<file path="src/rtl/poll_seq.sv">
module poll_seq #(
  parameter int TW = 16,
  parameter int SW = 32
) (
  input  logic          clk,
  input  logic          rst_n,
  input  logic          start,
  input  logic [2:0]    kind,
  input  logic [SW-1:0] stat_a,
  input  logic [SW-1:0] stat_b,
  input  logic [TW-1:0] tmo_lim,
  output logic          busy,
  output logic          done,
  output logic          err,
  output logic [1:0]    result
);
  localparam int FL = SW - 8;
  localparam logic [1:0] K_REG = 2'd0, K_CMD = 2'd1, K_INT = 2'd2, K_RD = 2'd3;
  localparam logic [1:0] RS_OK = 2'd0, RS_CARD = 2'd1, RS_TMO = 2'd2, RS_KIND = 2'd3;

  typedef enum logic [1:0] {S_IDLE, S_ONE, S_TWO} st_t;

  st_t           st;
  logic [1:0]    kind_q;
  logic [TW-1:0] cnt;
  logic          met, last, expire;

  wire [7:0] fa = stat_a[SW-1:FL];
  wire [7:0] fb = stat_b[SW-1:FL];
  wire hit_err = |fa[1:0];

  assign busy = (st != S_IDLE);
  assign last = (st == S_TWO) || (kind_q == K_REG) || (kind_q == K_INT);
  assign expire = ({1'b0, cnt} + 1'b1) >= {1'b0, tmo_lim};

  always_comb begin
    case (kind_q)
      K_REG:   met = fa[4];
      K_CMD:   met = (st == S_ONE) ? fa[5] : fa[4];
      K_INT:   met = fa[6] & fa[4];
      default: met = (st == S_ONE) ? fa[6] : !fb[5];
    endcase
  end

  always_ff @(posedge clk) begin
    if (!rst_n) begin
      st     <= S_IDLE;
      kind_q <= K_REG;
      cnt    <= '0;
      done   <= 1'b0;
      err    <= 1'b0;
      result <= RS_OK;
    end else begin
      done <= 1'b0;
      err  <= 1'b0;
      if (st == S_IDLE) begin
        if (start) begin
          result <= RS_OK;
          if (!kind[2]) begin
            kind_q <= kind[1:0];
            st     <= S_ONE;
            cnt    <= '0;
          end else begin
            done   <= 1'b1;
            err    <= 1'b1;
            result <= RS_KIND;
          end
        end
      end else if (hit_err) begin
        st <= S_IDLE; done <= 1'b1; err <= 1'b1; result <= RS_CARD;
      end else if (met) begin
        if (last) begin
          st <= S_IDLE; done <= 1'b1; result <= RS_OK;
        end else begin
          st  <= S_TWO;
          cnt <= '0;
        end
      end else if (expire) begin
        st <= S_IDLE; done <= 1'b1; err <= 1'b1; result <= RS_TMO;
      end else begin
        cnt <= cnt + 1'b1;
      end
    end
  end

  p_err_with_done_r8: assert property (@(posedge clk) disable iff (!rst_n)
    err |-> done);
  p_clean_code_r8: assert property (@(posedge clk) disable iff (!rst_n)
    (done && !err) |-> (result == RS_OK));
  p_start_ignored_r9: assert property (@(posedge clk) disable iff (!rst_n)
    (busy && start) |=> $stable(kind_q));
  p_fall_done_r10: assert property (@(posedge clk) disable iff (!rst_n)
    $fell(busy) |-> done);
  p_bad_kind_r7: assert property (@(posedge clk) disable iff (!rst_n)
    (!busy && start && kind[2]) |=> (done && err && result == RS_KIND));
  p_card_abort_r5: assert property (@(posedge clk) disable iff (!rst_n)
    (busy && hit_err) |=> (done && err && result == RS_CARD));
  p_tmo_busy_r6: assert property (@(posedge clk) disable iff (!rst_n)
    (done && result == RS_TMO) |-> $past(busy));
endmodule

</file>
<file path="config.mk">
export PLATFORM = sky130hd
export DESIGN_NAME = poll_seq
export DESIGN_NICKNAME = d
export VERILOG_FILES = /design/src/rtl/poll_seq.sv
export SDC_FILE = /design/constraint.sdc
export NUM_CORES = 1
export LEC_CHECK = 0
export BUFFER_PORTS_ARGS = -buffer_cell sky130_fd_sc_hd__clkbuf_2
export CAP_MARGIN = 20
export CORE_UTILIZATION = 42
export CTS_BUF_LIST = sky130_fd_sc_hd__clkbuf_16
export DETAILED_ROUTE_END_ITERATION = 6
export GPL_ROUTABILITY_DRIVEN = 0
export PLACE_DENSITY = 0.78
export SYNTH_ARGS = -nofsm -noshare
export SYNTH_HDL_FRONTEND = slang
export SYNTH_SLANG_ARGS = --single-unit
export TNS_END_PERCENT = 100
</file>
<file path="constraint.sdc">
create_clock -name clk -period 2.7 [get_ports clk]
set_input_delay 0.135 -clock clk [delete_from_list [all_inputs] [get_ports clk]]
set_output_delay 0.135 -clock clk [all_outputs]
set_load 0.01 [all_outputs]
</file>
### Word-level counts from Yosys, hierarchy flattened

Cells that the tools add are included.

| storage, ports and cells | value |
|---|---|
| flip-flop bits (word level) | 24 |
| bits of input ports | 86 |
| output and inout bits | 5 |
| word-level logic and storage cells | 67 |

| operators by class | value |
|---|---|
| add/subtract/negate cells | 2 |
| magnitude comparators | 1 |
| eq/ne operators | 10 |
| muxes and demuxes | 34 |
| bitwise operators | 2 |
| reductions and logical operators | 12 |

Operator list:

| kind | count |
|---|---|
| $mux W16 | 7 |
| $mux W2 | 14 |
| $add A16 B1 Y17 const B | 1 |
| $ge A17 B16 Y1 | 1 |
| $add A16 B1 Y16 const B | 1 |
| $mux W1 | 12 |
| $reduce_and A3 Y1 | 3 |
| $ne A3 B2 Y1 const B | 2 |
| $reduce_and A5 Y1 | 1 |
| $eq A2 B1 Y1 const B | 2 |
| $eq A2 B2 Y1 const B | 2 |
| $logic_not A2 Y1 | 2 |
| $ne A2 B2 Y1 const B | 2 |
| $ne A4 B1 Y1 const B | 1 |
| $reduce_bool A4 Y1 | 1 |
| $pmux W1 S3 | 1 |
| $logic_or A1 B1 Y1 | 2 |
| $ne A2 B1 Y1 const B | 1 |
| $reduce_bool A2 Y1 | 1 |
| $reduce_or A2 Y1 | 1 |
| $and A1 B1 Y1 | 1 |
| $logic_not A1 Y1 | 1 |
| $not A1 Y1 | 1 |

### Logic depth before layout (Yosys ltp)

Gate-level depths: netlist (run 1).

| depth | value |
|---|---|
| depth in word-level cells | 7 |
| mapped depth | 14 |
| gate-level depth less buffers | 13 |

### Worst setup path after synthesis (run 1)

Ideal clock, no wire load.

| path | value |
|---|---|
| path kind | flip-flop to flip-flop |
| start point | reg cnt[0] |
| end point | reg cnt[10] |
| setup time | 0.091 ns |
| data arrival time | 2.911 ns |
| data required time | 2.609 ns |
| slack | -0.302 ns |
| cell stages (with the launch flop) | 15 |
| buffers on the path | 1 |
| clock period less this slack | 3.002 ns |
| cell sequence | dfxtp_1 ha_1 nand3_4 nor3_4 and3_2 xnor2_1 inv_1 ha_1 nand4_1 nor4_1 a211oi_2 o211a_1 buf_6 a21o_1 a311oi_1 |

| on the way | value |
|---|---|
| word-level cells in the longest chain between the ends | 5 |

Ends and longest elaborated chain:

| item | line | text |
|---|---|---|
| from (decl) | 25 | `logic [TW-1:0] cnt;` |
| from (signal assigned) | 81 | `cnt <= cnt + 1'b1;` |
| branches (longest 5 deep; another with $add A16 B1 Y17) | -- |  |

Parallel ways; which one is timed is not known. The select of a mux whose other input is x is not followed.
A chain may end at the register's enable or synchronous reset.

### Worst setup path after layout (run 1)

| path | value |
|---|---|
| start point | reg cnt[0] |
| end point | reg st[1] |

| on the way | value |
|---|---|
| word-level cells in the longest chain between the ends | 4 |

Ends and longest elaborated chain:

| item | line | text |
|---|---|---|
| $add A16 B1 Y17 | 34 | `assign expire = ({1'b0, cnt} + 1'b1) >= {1'b0, tmo_lim};` |
| $ge A17 B16 Y1 | 34 |  |
| $reduce_bool A4 Y1 (no source line) | -- |  |
| $reduce_and A3 Y1 (no source line) | -- |  |
| to (signal assigned) | 47 | `st <= S_IDLE;` |
| to (signal assigned) | 61 | `st <= S_ONE;` |
| to (signal assigned) | 70 | `st <= S_IDLE; done <= 1'b1; err <= 1'b1; result <= RS_CARD;` |
| to (decl) | 23 | `st_t st;` |

Every way passes these cells.

==> summary.txt, run 1 <==
Status
  • Outcome: finished, violations left
  • Failing checks: negative setup slack

Floorplan
  • Row count: 23
  • Io pins: 91
  • DIE WIDTH: 68.7 um
  • Initial Util: 45.1%
  • Die area: 4720 um^2
  • Die height: 68.7 um
  • Core Region: 4140 um^2

Pwr
  • PwrDens: 306 nW/um^2
  • Sequential power share: 42.9%
  • Switch Pwr: 239 uW
  • Power share of the combinational group: 17.1%
  • Leakage: 1.28 nW
  • Clk pwr share: 40.0%
  • Internal power: 620 uW
  • VDD IR-drop max: 0.272 mV
  • Sw frac: 27.8%

STA
  • Count of pins over their slew limit: 0
  • Fin crit share: 113%
  • Final setup vio count: 22
  • Worst slew pin tran: 567 ps
  • Final setup skew: 4.59 ps
  • Minimum clock period: 3060 ps
  • Min setup slack post-route: -359 ps
  • Final hold viol count: 0
  • Slew headroom: 62.2%
  • Fmax: 327 MHz
  • RSZ-0062 raised after global routing: true

Synthesis
  • Area leader, netlist: dfxtp_1
  • Avg Cell Area, Syn: 8.24 um^2
  • Yosys warns: 0
  • Mapped cell area: 1870 um^2
  • Post-synthesis sequential area ratio: 25.7%
  • Async SR Flop Fraction: 0%
  • Number of synthesized flops with an enable pin: 0
  • Synth Flop Type: dfxtp_1
  • Top-area cell type share of the netlist area: 25.7%
  • Synthesized instance count: 227
  • Synth unique cells: 58
  • Syn Nets: 330
  • Largest cells by area after synthesis: dfxtp_1 26%, ha_1 11%, inv_1 6.0%, nand2_1 4.6%, xnor2_1 4.2%
  • Register bit count reported by yosys: 24

Finish
  • # fillers: 296
  • Fraction of layout cells with a size suffix above 1: 47.2%
  • Final Net Count: 403
  • Antenna cells: 0
  • Fin area: 2800 um^2
  • P&R area growth vs syn: 49.9%
  • Finished Core Util: 67.7%

Drt
  • Initial DRC Count: 304
  • Routed WL: 6440 um
  • Post-route ant nets: 0
  • WL per Instance: 18.4 um
  • Drt via density: 5.92
  • DRC: 0
  • Vias: 2065
  • Drt pass-1 iters: 5

Setup path
  • Setup crit end kind: flip-flop
  • Critical path required time: 2880 ps
  • WP data arrival: 3240 ps
  • Worst-path fanout max: 4
  • Reg2reg end: st[1]
  • Worst Setup Start Kind: flip-flop
  • FF-to-FF Start: cnt[0]
  • Cells on worst reg2reg path: 16
  • Register-to-register setup slack: -360 ps
  • CP Class: flip-flop to flip-flop

Place
  • Final HPWL DP: 3730 um
  • Port buffer count: 32
  • DP Area: 2340 um^2

CTS
  • CTS Hold Buffers Added: 0
  • TritonCTS Sinks: 24
  • CTS tree: done
  • H-tree depth: 1
  • Clk_lat worst skew: 270 ps
  • Clk slew on worst S/H paths: 70 ps
  • Max clock buf depth: 2
  • Total CTS buffers: 3
  • CTS Root Cell: clkbuf_16

Global route
  • Pin count of the biggest net entering global routing: 25
  • Initial antenna violation count: 0
  • GRT overflow: 0
  • Vias in the first global route: 1862
  • First-pass GRT wire length: 9270 um
  • Gr usage total: 26.9%

Min path
  • End of the worst hold path: kind_q[0]
  • Hold WC Path Type: primary input to flip-flop
  • Worst hold stages: 3
  • Hold path start: kind[0]

Flow run
  • Number of max-cap violations: 0
## synthesized netlist by cell type, types with 4 or more instances
cell and count:
dfxtp_1 24, nand4_1 7, o22ai_1 9, o211ai_1 5, xor2_1 5, inv_1 30
xnor2_1 9, a211oi_1 4, nand2_1 23, ha_1 17, mux2i_1 4, nand3_1 9
nor2_1 13, clkbuf_1 4, a21oi_1 7
## worst max-delay path, cell delays in order, from the launching register on
cell	delay [ps]
dfxtp_4	380
ha_4	160
nand3_4	90
nor3_4	250
and3_4	240
xnor2_2	130
inv_1	100
ha_4	280
nand4_1	160
buf_4	190
nor4_4	130
a211oi_2	90
o211a_4	170
buf_6	140
buf_6	120
o2bb2ai_2	130
a211oi_2	210
## routing by layer
metal	vias up	GRT usage, %	wire (um)
met1	964	35.3	2630
li1	966	-	-
met4	0	8.93	200
met5	-	0	0
met2	109	44.2	3150
met3	26	5.10	452
## sequential cells by signal, summed over array words and instances, names as in the netlist
name	cells
cnt	16
done	1
err	1
kind_q	2
result	2
st	2
## cell type report
cell class                      count  area, um^2  area share [%]
Clock buffer                        3        75.1            2.68
Inverter                           31         116            4.15
Clock inverter                      1        3.75           0.134
Tap cell                           50        62.6            2.23
Multi-Input combinational cell    166        1540            55.0
Sequential cell                    24         498            17.8
Timing Repair Buffer               74         507            18.1
## cells in the final DEF, fill, tap and decap left out, drive strengths merged, types with 3 or more instances in the layout
cell type and n:
a211oi 6, a21oi 9, a31oi 3, buf 42, clkbuf 35, dfxtp 24, ha 17, inv 30
mux2i 4, nand2 23, nand2b 3, nand3 12, nand4 8, nor2 13, nor3 4, o211ai 5
o21ai 4, o22ai 9, or3 3, xnor2 9, xor2 5
## how the worst max path moves through the flow
| stage | depth (start not counted) | start | endpoint |
|---|---|---|---|
| after floorplan | 14 | cnt[1] | cnt[15] |
| after global placement | 13 | cnt[1] | done |
| after detailed placement | 12 | cnt[1] | cnt[0] |
| after CTS | 13 | cnt[4] | cnt[15] |
| after global routing | 14 | cnt[0] | st[1] |
| final | 16 | cnt[0] | st[1] |
## cells by family (layout without fill, tap and decap cells)
kind of cell	Yosys count	in the layout	synth area share (%)
simple gates	77	78	23.8
fa+ha+maj	17	17	11.4
flops	24	24	25.7
xor+xnor	14	14	6.56
mux	4	4	2.14
buf+inv	38	109	8.29
compound gates	53	53	22.1
## timing repair
action,in CTS,in global routing
pin swaps,21,25
gates cloned,0,1
resized for setup,22,31
setup endpoints to repair,22,22
setup buffers,3,8
## stage by stage
stage	total power [mW]	instances	hold WS, ps	worst slack (ps)	TNS (ps)
floorplan	0.452	227	282	-58.7	-161
global placement	0.495	333	378	-296	-5830
detailed placement	0.499	333	387	-388	-7310
CTS	0.832	340	120	-243	-3940
global route	0.887	349	139	-511	-8730
finish	0.859	349	106	-359	-5310
## power by group through the flow
stage	Sequential, mW	Combinational [mW]	Clock [mW]
3_3_place_gp	0.376	0.119	0
5_1_grt	0.370	0.160	0.357
3_5_place_dp	0.377	0.122	0
2_1_floorplan	0.379	0.0737	0
4_1_cts	0.369	0.131	0.332
6_report	0.369	0.147	0.343
Note: power is estimated with default switching activity, not from simulation.
==> run 2: changes to the inputs <==
REMOVE_ABC_BUFFERS = 1   (was unset)
==> summary.txt, run 2 (synthesis gave the netlist of run 1 again) <==
Setup path
  • CP Class: flip-flop to flip-flop (unchanged)
  • Cell at the slowest stage of the critical path: dfxtp_2 (was dfxtp_4)
  • WP data arrival: 3160 ps (was 3240 ps)
  • CP most frequent cell: buf_4
  • Worst Setup Start Kind: flip-flop (unchanged)
  • Critical path required time: 2870 ps (was 2880 ps)
  • Worst-path fanout max: 7 (was 4)
  • Crit-path max cell delay: 350 ps (was 380 ps)
  • Setup crit end kind: flip-flop (unchanged)
  • Worst path bufs/invs: 4 (unchanged)
  • CP cell instances: nand4_4 > buf_6 > nor3_4 > and3_4 > xnor2_2 > inv_2 > ha_4 > nand4_1 > nor2_1 > o31ai_2 > buf_4 > o211a_4 > buf_4 > a211o_2 > o221ai_1 (was ha_4 > nand3_4 > nor3_4 > and3_4 > xnor2_2 > inv_1 > ha_4 > nand4_1 > buf_4 > nor4_4 > a211oi_2 > o211a_4 > buf_6 > buf_6 > o2bb2ai_2 > a211oi_2)
  • Kind of cell adding the most delay to the critical path: simple AND/OR/NAND/NOR gates (unchanged)

Drt
  • DRC: 0 (unchanged)
  • WL per Instance: 15.8 um (was 18.4 um)
  • Initial DRC Count: 96 (was 304)
  • Routed WL: 5560 um (was 6440 um)
  • Drt via density: 5.64 (was 5.92)
  • Vias: 1978 (was 2065)
  • Drt pass-1 iters: 4 (was 5)
  • Post-route ant nets: 0 (unchanged)

STA
  • Count of pins over their slew limit: 0 (unchanged)
  • Minimum clock period: 2980 ps (was 3060 ps)
  • Slew headroom: 65.1% (was 62.2%)
  • Min setup slack post-route: -282 ps (was -359 ps)
  • RSZ-0062 raised after global routing: true (unchanged)
  • Final setup skew: 4.74 ps (was 4.59 ps)
  • Fin crit share: 110% (was 113%)
  • Final hold viol count: 0 (unchanged)
  • Worst slew pin tran: 522 ps (was 567 ps)
  • Fmax: 335 MHz (was 327 MHz)
  • Final setup TNS: -3640 ps (was -5310 ps)
  • Final setup vio count: 22 (unchanged)

Floorplan
  • Die area: 4720 um^2 (unchanged)
  • Initial Util: 45.1% (unchanged)
  • Io pins: 91 (unchanged)
  • Core Region: 4140 um^2 (unchanged)
  • Die height: 68.7 um (unchanged)
  • Row count: 23 (unchanged)
  • DIE WIDTH: 68.7 um (unchanged)

Place
  • Final HPWL DP: 3760 um (was 3730 um)
  • Port buffer count: 32 (unchanged)
  • Cells after DPL: 340 (was 333)
  • DP Area: 2340 um^2 (about the same)

Global route
  • Met3 Use GR: 3.62% (was 5.10%)
  • Met1 Use GR: 29.3% (was 35.3%)
  • Gr usage total: 24.7% (was 26.9%)
  • GRT overflow: 0 (unchanged)
  • Busiest grt layer: met2 (unchanged)
  • First-pass GRT wire length: 8580 um (was 9270 um)
  • Vias in the first global route: 1901 (was 1862)
  • Met2 Use GR: 43.9% (was 44.2%)
  • Initial antenna violation count: 0 (unchanged)
  • Pin count of the biggest net entering global routing: 24 (was 25)

CTS
  • Clk_lat worst skew: 260 ps (was 270 ps)
  • CTS tree: done (unchanged)
  • Max clock buf depth: 2 (unchanged)
  • CTS Root Cell: clkbuf_16 (unchanged)
  • Clk slew on worst S/H paths: 60 ps (was 70 ps)
  • Total CTS buffers: 3 (unchanged)
  • TritonCTS Sinks: 24 (unchanged)
  • H-tree depth: 1 (unchanged)

Finish
  • Final Non-Filler Cells: 351 (was 349)
  • Max reg flops: 16 (unchanged)
  • Commonest non-fill, non-tap cell in the layout: buf_4 (unchanged)
  • Most frequent cells in the layout: 42 x buf_4, 32 x clkbuf_2, 29 x inv_1 (was 36 x buf_4, 32 x clkbuf_2, 29 x inv_1)
  • Fraction of layout cells with a size suffix above 1: 46.8% (was 47.2%)
  • Largest register by flop count: cnt (unchanged)
  • Final Net Count: 405 (was 403)
  • P&R area growth vs syn: 48.4% (was 49.9%)
  • # fillers: 325 (was 296)
  • Fin area: 2780 um^2 (was 2800 um^2)
  • Antenna cells: 0 (unchanged)

Min path
  • Hold WC Path Type: primary input to flip-flop (unchanged)

Status
  • Failing checks: negative setup slack (unchanged)
  • Outcome: finished, violations left (unchanged)

Pwr
  • PwrDens: 303 nW/um^2 (was 306 nW/um^2)
  • Leakage: 1.25 nW (was 1.28 nW)
  • VDD IR-drop max: 0.226 mV (was 0.272 mV)

Flow run
  • Number of max-cap violations: 0 (unchanged)
## run 2: per-layer routing
metal | routed length [um] | part of all wire [%]
met2 | 2900 | 52
met5 | 0 | 0
met3 | 150 | 2.7
met4 | 133 | 2.4
met1 | 2370 | 43
## run 2: metrics by stage
stage | hold WS, ps | total power [mW] | setup WS (ps) | util (%)
2_1_floorplan | 244 | 0.444 | -318 | -
3_3_place_gp | 374 | 0.497 | -291 | 56.5
3_5_place_dp | 377 | 0.500 | -435 | 56.5
4_1_cts | 111 | 0.834 | -151 | 63.9
5_1_grt | 167 | 0.874 | -445 | 67.0
6_report | 111 | 0.839 | -282 | 67.0
## run 2: final cells by class
type                            instances  area, um^2  share of cell area [%]
Multi-Input combinational cell        165        1510                    54.6
Sequential cell                        24         494                    17.8
Clock buffer                            3        75.1                    2.71
Timing Repair Buffer                   77         509                    18.3
Tap cell                               50        62.6                    2.25
Clock inverter                          1        3.75                   0.135
Inverter                               31         116                    4.19
## run 2: path summary, 6_finish.rpt
kind | from | endpoint | slack (ps) | depth (start not counted)
max | cnt[4] | cnt[2] | -280 | 15
min | kind[1] | kind_q[1] | 110 | 3
max reg2reg | cnt[4] | cnt[2] | -280 | 15
min reg2reg | result[0] | result[0] | 470 | 2
## run 2: tightest hold or removal path, cell delays in order
cell,delay (ps)
clkbuf_2,70
mux2i_1,50
nor2_1,70
## run 2: repair_timing
| action | in CTS | in global routing |
|---|---|---|
| cloned | 0 | 0 |
| hold buffers | 0 | 0 |
| pin swaps | 26 | 21 |
| resized for setup | 39 | 22 |
| setup buffers | 4 | 3 |
| endpoints found under the hold margin | 0 | 0 |
| endpoints found under the setup margin | 22 | 22 |
## run 2: report_power, final
| part | internal [mW] | total, mW | switching, mW |
|---|---|---|---|
| Clock | 0.198 | 0.328 | 0.130 |
| Combinational | 0.0614 | 0.142 | 0.0810 |
| Sequential | 0.361 | 0.369 | 0.00809 |
| Total | 0.621 | 0.840 | 0.219 |
==> run 3: changes to the inputs <==
--- a/config.mk
+++ b/config.mk
@@ -9,3 +9,3 @@
 export CAP_MARGIN = 20
-export CORE_UTILIZATION = 42
+export CORE_UTILIZATION = 46
 export CTS_BUF_LIST = sky130_fd_sc_hd__clkbuf_16
@@ -13,3 +13,3 @@
 export GPL_ROUTABILITY_DRIVEN = 0
-export PLACE_DENSITY = 0.78
+export PLACE_DENSITY = 0.81
 export REMOVE_ABC_BUFFERS = 1
==> constraint.sdc (replaced) <==
create_clock -name clk -period 3.26 [get_ports clk]
set_input_delay 0.163 -clock clk [delete_from_list [all_inputs] [get_ports clk]]
set_output_delay 0.163 -clock clk [all_outputs]
set_load 0.02 [all_outputs]
==> summary.txt, run 3 (synthesis gave the netlist of run 1 again) <==
Status
  • Outcome: finished clean (was finished, violations left)

STA
  • RSZ-0062 raised after global routing: false (was true)
  • Slew headroom: 64.6% (was 65.1%)
  • Fmax: 321 MHz (was 335 MHz)
  • Final setup skew: 7.81 ps (was 4.74 ps)
  • Count of pins over their slew limit: 0 (unchanged)
  • Min setup slack post-route: 149 ps (was -282 ps)
  • Final setup vio count: 0 (was 22)
  • Final setup TNS: 0 ps (was -3640 ps)
  • Worst slew pin tran: 531 ps (was 522 ps)
  • Minimum clock period: 3110 ps (was 2980 ps)
  • Fin crit share: 95.4% (was 110%)
  • Final hold viol count: 0 (unchanged)

Setup path
  • Crit-path max cell delay: 430 ps (was 350 ps)
  • Worst-path fanout max: 6 (was 7)
  • Worst path bufs/invs: 2 (was 4)
  • Worst Setup Start Kind: flip-flop (unchanged)
  • CP most frequent cell: buf_4 (unchanged)
  • Critical path required time: 3410 ps (was 2870 ps)
  • CP Class: flip-flop to flip-flop (unchanged)
  • Cell at the slowest stage of the critical path: dfxtp_1 (was dfxtp_2)
  • WP data arrival: 3270 ps (was 3160 ps)
  • Setup crit end kind: flip-flop (unchanged)
  • Kind of cell adding the most delay to the critical path: compound AO/OA/AOI/OAI gates (was simple AND/OR/NAND/NOR gates)
  • CP cell instances: nand4_4 > nor4_2 > buf_4 > nand4_1 > xnor2_2 > ha_1 > a21oi_1 > a21boi_0 > o31ai_2 > o211a_2 > buf_4 > a21oi_2 > a211oi_1 (was nand4_4 > buf_6 > nor3_4 > and3_4 > xnor2_2 > inv_2 > ha_4 > nand4_1 > nor2_1 > o31ai_2 > buf_4 > o211a_4 > buf_4 > a211o_2 > o221ai_1)

Place
  • Port buffer count: 32 (unchanged)
  • Setup Slack @ Placement: 14.3 ps (was -435 ps)
  • Final HPWL DP: 3310 um (was 3760 um)
  • DP Area: 2160 um^2 (was 2340 um^2)

Flow run
  • Number of max-cap violations: 0 (unchanged)

Pwr
  • Sw frac: 22.8% (was 26.1%)
  • PwrDens: 326 nW/um^2 (was 303 nW/um^2)
  • VDD IR-drop max: 0.281 mV (was 0.226 mV)
  • Clk pwr share: 46.0% (was 39.1%)
  • Power share of the combinational group: 13.8% (was 17.0%)
  • Leakage: 1.09 nW (was 1.25 nW)
  • Sequential power share: 40.2% (was 44.0%)
  • Switch Pwr: 173 uW (was 219 uW)
  • Internal power: 588 uW (was 621 uW)

Finish
  • Finished Core Util: 62.0% (was 67.0%)
  • Fraction of layout cells with a size suffix above 1: 28.9% (was 46.8%)
  • Most frequent cells in the layout: 32 x clkbuf_2, 30 x inv_1, 24 x dfxtp_1 (was 42 x buf_4, 32 x clkbuf_2, 29 x inv_1)
  • Commonest non-fill, non-tap cell in the layout: clkbuf_2 (was buf_4)
  • P&R area growth vs syn: 24.9% (was 48.4%)
  • Largest register by flop count: cnt (unchanged)
  • Final Net Count: 377 (was 405)
  • Fin area: 2340 um^2 (was 2780 um^2)
  • Antenna cells: 0 (unchanged)
  • Max reg flops: 16 (unchanged)

Drt
  • Vias: 1786 (was 1978)
  • Post-route ant nets: 0 (unchanged)
  • Drt via density: 5.56 (was 5.64)
  • DRC: 0 (unchanged)
  • WL per Instance: 13.6 um (was 15.8 um)
  • Routed WL: 4360 um (was 5560 um)
  • Drt pass-1 iters: 4 (unchanged)
  • Initial DRC Count: 76 (was 96)

Global route
  • Pin count of the biggest net entering global routing: 25 (was 24)
  • Initial antenna violation count: 0 (unchanged)
  • First-pass GRT wire length: 7090 um (was 8580 um)
  • Gr usage total: 21.2% (was 24.7%)
  • GRT overflow: 0 (unchanged)
  • Vias in the first global route: 1686 (was 1901)

Floorplan
  • Die area: 4330 um^2 (was 4720 um^2)
  • Initial Util: 49.6% (was 45.1%)
  • Core Region: 3770 um^2 (was 4140 um^2)
  • DIE WIDTH: 65.8 um (was 68.7 um)
  • Row count: 22 (was 23)
  • Io pins: 91 (unchanged)
  • Die height: 65.8 um (was 68.7 um)

CTS
  • Max clock buf depth: 2 (unchanged)
  • CTS Root Cell: clkbuf_16 (unchanged)
  • Clk slew on worst S/H paths: 70 ps (was 60 ps)
  • H-tree depth: 1 (unchanged)
  • Total CTS buffers: 3 (unchanged)
  • CTS tree: done (unchanged)
  • CTS Hold Buffers Added: 0 (unchanged)
  • TritonCTS Sinks: 24 (unchanged)
  • Clk_lat worst skew: 260 ps (about the same)

Min path
  • Hold WC Path Type: primary input to flip-flop (unchanged)
-- run 3: changes by cell type in the layout (fill, tap and decap cells not counted), moves of 5 or more --
cell / before / now
ha_4: 5 / 0
o22ai_2: 5 / 0
buf_4: 42 / 17
dfxtp_2: 5 / 0
ha_1: 12 / 17
dfxtp_1: 17 / 24
o22ai_1: 4 / 9
-- run 3: area by class of cell --
type / instances / area (um^2)
Multi-Input combinational cell: 165 / 1290
Sequential cell: 24 / 480
Timing Repair Buffer: 49 / 288
Inverter: 31 / 116
Tap cell: 48 / 60.1
Clock buffer: 3 / 75.1
Clock inverter: 1 / 30.0
Fill cell: 317 / 1430
-- run 3: what timing repair did --
action,CTS,global route
gates resized for setup,1,8
pin swaps,0,3
endpoints found under the setup margin,5,19
setup buffers,0,2
-- run 3: worst paths after layout --
check	from	end	slack (ps)	depth (start not counted)
setup reg to reg	cnt[7]	st[1]	150	13
setup / recovery	cnt[7]	st[1]	150	13
hold / removal	kind[1]	kind_q[1]	140	3
hold reg to reg	result[0]	result[0]	470	2
-- run 3: worst register-to-register path: cells and delay by family (launching register included) --
kind,cells,cell delay (ps)
AO/OA/AOI/OAI,6,1230
AND/OR/NAND/NOR,3,520
flip-flops,1,430
buffers and inverters,2,320
adder cells (fa/ha/maj),1,310
XOR/XNOR,1,180
-- run 3: per-stage QoR --
stage	hold slack, ps	power [mW]	instances
finish	139	0.761	321
global route	184	0.791	321
CTS	144	0.762	319
detailed placement	408	0.416	315
global placement	400	0.413	315
floorplan	272	0.372	220
-- run 3: power by group through the flow --
stage / Combinational (mW) / Sequential [mW] / Clock [mW]
after floorplan: 0.0547 / 0.317 / 0
after global placement: 0.100 / 0.313 / 0
after detailed placement: 0.103 / 0.313 / 0
after global routing: 0.116 / 0.307 / 0.368
final: 0.105 / 0.306 / 0.350
after CTS: 0.103 / 0.306 / 0.353
-- run 3: routing by layer --
layer | track usage [%] | vias to the layer above | part of all wire, %
li1 | - | 911 | -
met1 | 25.9 | 833 | 46
met2 | 36.7 | 35 | 49
met3 | 3.97 | 7 | 4.2
met4 | 7.07 | 0 | 1.5
met5 | 0 | - | 0
